==> src/rtl/ddr_op_state_pkg.sv <==
package ddr_op_state_pkg;

  localparam int STATE_W = 3;
  localparam int CMD_W   = 3;

  typedef enum logic [STATE_W-1:0] {
    ST_INIT_MEM     = 3'd0,
    ST_CONFIG       = 3'd1,
    ST_CFG_REQ      = 3'd2,
    ST_ACCESS       = 3'd3,
    ST_ACC_REQ      = 3'd4,
    ST_LOW_POWER    = 3'd5,
    ST_LP_ENTER_REQ = 3'd6,
    ST_LP_EXIT_REQ  = 3'd7
  } opState_t;

  localparam logic [CMD_W-1:0] CMD_INIT   = 3'd0;
  localparam logic [CMD_W-1:0] CMD_CONFIG = 3'd1;
  localparam logic [CMD_W-1:0] CMD_GO     = 3'd2;
  localparam logic [CMD_W-1:0] CMD_SLEEP  = 3'd3;
  localparam logic [CMD_W-1:0] CMD_WAKEUP = 3'd4;

  // One strobe per kind of state step; at most one is high in a cycle.
  typedef struct packed {
    logic toCfgReq;
    logic toAccReq;
    logic toLpEnter;
    logic toLpExit;
    logic toInit;
    logic settle;
  } stepStrobe_t;

  function automatic logic isRequest(opState_t s);
    return (s == ST_CFG_REQ) || (s == ST_ACC_REQ) ||
           (s == ST_LP_ENTER_REQ) || (s == ST_LP_EXIT_REQ);
  endfunction

endpackage

==> src/rtl/ddr_op_state_ctrl.sv <==
module ddr_op_state_ctrl
  import ddr_op_state_pkg::*;
(
  input  logic             clk,
  input  logic             rst,
  input  logic             cmdValid,
  input  logic [CMD_W-1:0] cmd,
  input  logic             ack,
  input  opState_t         curState,
  output stepStrobe_t      strobes
);

  always_comb begin
    strobes = '0;
    unique case (curState)
      ST_INIT_MEM: begin
        if (cmdValid && cmd == CMD_CONFIG) strobes.toCfgReq = 1'b1;
      end
      ST_CONFIG: begin
        if (cmdValid && cmd == CMD_GO)        strobes.toAccReq = 1'b1;
        else if (cmdValid && cmd == CMD_INIT) strobes.toInit   = 1'b1;
      end
      ST_ACCESS: begin
        if (cmdValid && cmd == CMD_CONFIG)     strobes.toCfgReq  = 1'b1;
        else if (cmdValid && cmd == CMD_SLEEP) strobes.toLpEnter = 1'b1;
      end
      ST_LOW_POWER: begin
        if (cmdValid && cmd == CMD_WAKEUP) strobes.toLpExit = 1'b1;
      end
      // request states: only the acknowledge matters, commands are dropped
      default: strobes.settle = ack;
    endcase
  end

  // never more than one step decoded per cycle
  a_r8_single_step: assert property (@(posedge clk) disable iff (rst)
    $onehot0(strobes));

  // a request state decodes no command step
  a_r9_req_no_cmd: assert property (@(posedge clk) disable iff (rst)
    isRequest(curState) |-> !(strobes.toCfgReq || strobes.toAccReq ||
                              strobes.toLpEnter || strobes.toLpExit || strobes.toInit));

endmodule

==> src/rtl/ddr_op_state_path.sv <==
module ddr_op_state_path
  import ddr_op_state_pkg::*;
(
  input  logic        clk,
  input  logic        rst,
  input  stepStrobe_t strobes,
  output opState_t    curState,
  output logic        hostEnable,
  output logic        refreshEnable
);

  opState_t nextState;

  always_comb begin
    nextState = curState;
    if (strobes.toCfgReq)       nextState = ST_CFG_REQ;
    else if (strobes.toAccReq)  nextState = ST_ACC_REQ;
    else if (strobes.toLpEnter) nextState = ST_LP_ENTER_REQ;
    else if (strobes.toLpExit)  nextState = ST_LP_EXIT_REQ;
    else if (strobes.toInit)    nextState = ST_INIT_MEM;
    else if (strobes.settle) begin
      unique case (curState)
        ST_CFG_REQ:      nextState = ST_CONFIG;
        ST_ACC_REQ:      nextState = ST_ACCESS;
        ST_LP_ENTER_REQ: nextState = ST_LOW_POWER;
        ST_LP_EXIT_REQ:  nextState = ST_ACCESS;
        default:         nextState = curState;
      endcase
    end
  end

  always_ff @(posedge clk) begin
    if (rst) curState <= ST_INIT_MEM;
    else     curState <= nextState;
  end

  always_comb begin
    hostEnable    = (curState == ST_ACCESS);
    refreshEnable = (curState == ST_CONFIG) || (curState == ST_CFG_REQ) ||
                    (curState == ST_ACCESS) || (curState == ST_ACC_REQ);
  end

  // a settle strobe always leaves the request state
  a_r9_settle_moves: assert property (@(posedge clk) disable iff (rst)
    strobes.settle |=> !isRequest(curState));

  // low-power exit request only ever lands in access
  a_r6_exit_to_access: assert property (@(posedge clk) disable iff (rst)
    (curState == ST_LP_EXIT_REQ && strobes.settle) |=> curState == ST_ACCESS);

endmodule

==> src/rtl/ddr_op_state.sv <==
module ddr_op_state
  import ddr_op_state_pkg::*;
(
  input  logic             clk,
  input  logic             rst,
  input  logic             cmdValid,
  input  logic [CMD_W-1:0] cmd,
  input  logic             ack,
  output logic [STATE_W-1:0] stateCode,
  output logic             hostEnable,
  output logic             refreshEnable
);

  opState_t    curState;
  stepStrobe_t strobes;

  ddr_op_state_ctrl ctrl_i (
    .clk(clk), .rst(rst), .cmdValid(cmdValid), .cmd(cmd), .ack(ack),
    .curState(curState), .strobes(strobes)
  );

  ddr_op_state_path path_i (
    .clk(clk), .rst(rst), .strobes(strobes), .curState(curState),
    .hostEnable(hostEnable), .refreshEnable(refreshEnable)
  );

  assign stateCode = curState;

  // reset lands in init-memory with both gates closed
  a_r1_reset_init: assert property (@(posedge clk)
    rst |=> (stateCode == 3'd0 && !hostEnable && !refreshEnable));

  // request state without acknowledge holds
  a_r9_req_holds: assert property (@(posedge clk) disable iff (rst)
    (isRequest(opState_t'(stateCode)) && !ack) |=> $stable(stateCode));

  // a stable state with no command ignores ack
  a_r10_ack_ignored: assert property (@(posedge clk) disable iff (rst)
    (!isRequest(opState_t'(stateCode)) && !cmdValid) |=> $stable(stateCode));

  // low-power never goes straight to config
  a_r6_lp_no_config: assert property (@(posedge clk) disable iff (rst)
    (stateCode == 3'd5) |=> (stateCode == 3'd5 || stateCode == 3'd7));

  // host traffic implies refresh permitted
  a_r11_host_implies_refresh: assert property (@(posedge clk) disable iff (rst)
    hostEnable |-> refreshEnable);

endmodule

==> config.mk <==
export PLATFORM = sky130hd
export DESIGN_NAME = ddr_op_state
export DESIGN_NICKNAME = d
export VERILOG_FILES = /design/src/rtl/ddr_op_state_pkg.sv /design/src/rtl/ddr_op_state_ctrl.sv /design/src/rtl/ddr_op_state_path.sv /design/src/rtl/ddr_op_state.sv
export SDC_FILE = /design/constraint.sdc
export NUM_CORES = 1
export LEC_CHECK = 0
export BUFFER_PORTS_ARGS = -buffer_cell sky130_fd_sc_hd__buf_2
export CORE_AREA = 2 2 39 41
export CTS_BUF_LIST = sky130_fd_sc_hd__clkbuf_8
export DETAILED_ROUTE_END_ITERATION = 8
export DIE_AREA = 0 0 41 43
export SLEW_MARGIN = 0
export SYNTH_ARGS = -nofsm -noshare
export SYNTH_HDL_FRONTEND = slang
export SYNTH_SLANG_ARGS = --single-unit
==> constraint.sdc <==
create_clock -name clk -period 3.1 [get_ports clk]
set_input_delay 0.155 -clock clk [delete_from_list [all_inputs] [get_ports clk]]
set_output_delay 0.155 -clock clk [all_outputs]
set_load 0.02 [all_outputs]
==> run summary <==
Yosys Warn Count: 0
Via Count: 400
Top reg by flops: path_i.curState
GRT Total Usage: 0.107
Register Area: 60.1 um^2
CP endpoint kind: flop
Clock buffer depth: 2
Post-DRT Antenna Nets: 0
First-pass GRT wire length: 1.35 mm
Layout Nets: 67
Antenna Cells: 0
Number of global-route vias before repair: 335
Die Ht: 43 um
Port bufs: 11
Setup TNS: 0 ns
Kind of critical path: reg2reg
Total CTS buffers: 3
Initial Utilization: 0.265
1st-pass router iterations: 4
Biggest regs: path_i.curState x3
Routing usage on met2: 0.166
Fin util: 0.336
Synthesized instance count: 47
Clk sinks: 3
MaxCap Viol Count: 0
Synth-to-layout area growth: 27.0%
Area leader, netlist: dfxtp_1
Total Wirelength: 866 um
Final Power: 0.181 mW
Status: completed
Clk slew on worst S/H paths: 0.03 ns
1st-iter DRT viols: 2
Hold Crit Class: in2reg
GR Overflow Total: 0
Via density: 5.33
Peak supply drop: 0.123 mV
Synthesized cell area: 367 um^2
Reg2reg setup slack: 1.53 ns
M3 GR Usage: 0.0314
# rows: 14
FMAX: 0.636 GHz
TritonCTS clock tree: yes
Cts hold-fix bufs: 0
Ports: 12
Fin crit share: 0.507
CP arrival: 1.69 ns
Met1 Resource Use GR: 0.144
Largest net degree at the start of global routing: 12
Endpoints failing setup: 0
Fillers: 150
Clk_skew: 0.00155 ns
Final Hold Vio Count: 0
Min Tclk post-route: 1.57 ns
Critical Path RT: 3.22 ns
Worst skew pair latency: 0.21 ns
Sequential area share after synthesis: 0.164
CP startpoint kind: flop
Share of cells above drive strength 1: 0.288
Post-Syn Nets: 54
Gr busiest metal: met2
Area of the multi-input gates: 278 um^2
Die ar.: 0.00176 mm^2
Placer Congestion: 0.798
CTS H-tree lvls: 1
Cell variety after synth: 27
Residual DRC: 0
Root buf cell: clkbuf_8
Post-CTS setup buffers: 0
Die X-Extent: 41 um
Post-DP HPWL: 648 um
Max_slew headroom: 0.703
Final-report max-slew violation count: 0
Core Area: 0.00138 mm^2
Number of flip-flops in the largest register: 3
PostCTS Resize Cnt: 0
RSZ-0062 raised after global routing: false
Initial antenna violation count: 0
Worst-Margin Slew: 0.445 ns
Static Leak: 0.176 nW
DR WL/cell: 11.5 um
Pwr/cell area: 389 mW/mm^2
CP Max Fanout: 11
Synth area leaders: dfxtp_1 16%, a2111oi_4 7.5%, xnor2_1 7.2%
Post-synthesis register bit count: 3
Syn_area_per_cell: 7.80 um^2
Hold WS: 0.154 ns
Synth top area share: 0.164
==> worst max-delay path, stage by stage, from the launching register on <==
cell and delay [ns]:
dfxtp_1 0.58, and3b_1 0.26, and4_1 0.23, o32a_1 0.29, o32ai_1 0.12
==> layout make-up <==
cell class	count	area share
Timing Repair Buffer	11	0.118
Clock inverter	1	0.00806
Inverter	2	0.0161
Clock buffer	3	0.0887
Tap cell	16	0.0430
Multi-Input combinational cell	39	0.597
Sequential cell	3	0.129
==> through the flow <==
step / instance area, um^2 / cells / setup WS, ns
2_1_floorplan: 367 / 47 / 1.45
3_3_place_gp: 420 / 71 / 1.54
3_5_place_dp: 420 / 71 / 1.53
4_1_cts: 465 / 75 / 1.53
5_1_grt: 465 / 75 / 1.44
6_report: 465 / 75 / 1.53
==> power breakdown <==
part / total [mW] / internal [mW] / switching, mW
clock network: 0.110 / 0.0843 / 0.0255
registers: 0.0421 / 0.0398 / 0.00237
logic: 0.0289 / 0.0128 / 0.0161
==> synthesized netlist by cell type <==
master     instances
a2111oi_4          1
a21oi_1            1
a311oi_1           1
a31o_2             1
a32oi_1            1
and2b_1            1
and3b_1            1
and4_1             1
buf_2              2
buf_6              1
dfxtp_1            3
inv_1              2
nand2_1            6
nand4_1            2
nand4b_1           2
nor2_1             5
nor2b_1            3
nor3_1             1
nor3b_1            2
nor4_1             1
o211ai_1           1
o2bb2ai_1          1
o31ai_1            1
o32a_1             1
o32ai_1            1
or2_4              1
xnor2_1            3
==> cell families (layout without fill, tap and decap cells) <==
family                 after synthesis  in the layout  synth area share
AND/OR/NAND/NOR                     26             26             0.410
AO/OA/AOI/OAI                       10             10             0.276
buffers and inverters                5             17            0.0785
XOR/XNOR                             3              3            0.0717
flip-flops                           3              3             0.164
==> path summary, 6_finish.rpt <==
| check | start | endpoint | cells after the start |
|---|---|---|---|
| max | path_i.curState[2] | path_i.curState[1] | 4 |
| max reg2reg | path_i.curState[2] | path_i.curState[1] | 4 |
| min reg2reg | path_i.curState[0] | path_i.curState[0] | 2 |
| min | rst | path_i.curState[2] | 2 |
==> metal layers <==
layer | vias to the layer above | share of wire
li1 | 204 | -
met1 | 183 | 0.49
met2 | 13 | 0.45
met3 | 0 | 0.054
met4 | 0 | 0
met5 | - | 0
==> cell usage in the layout, fill, tap and decap left out, types with 2 or more instances in the layout <==
cell / instances
buf_2: 11
clkbuf_8: 3
dfxtp_1: 3
inv_1: 3
nand2_1: 6
nand4_1: 2
nand4b_1: 2
nor2_1: 5
nor2b_1: 3
nor3b_1: 2
xnor2_1: 3
Power figures use the tool's default switching activity.
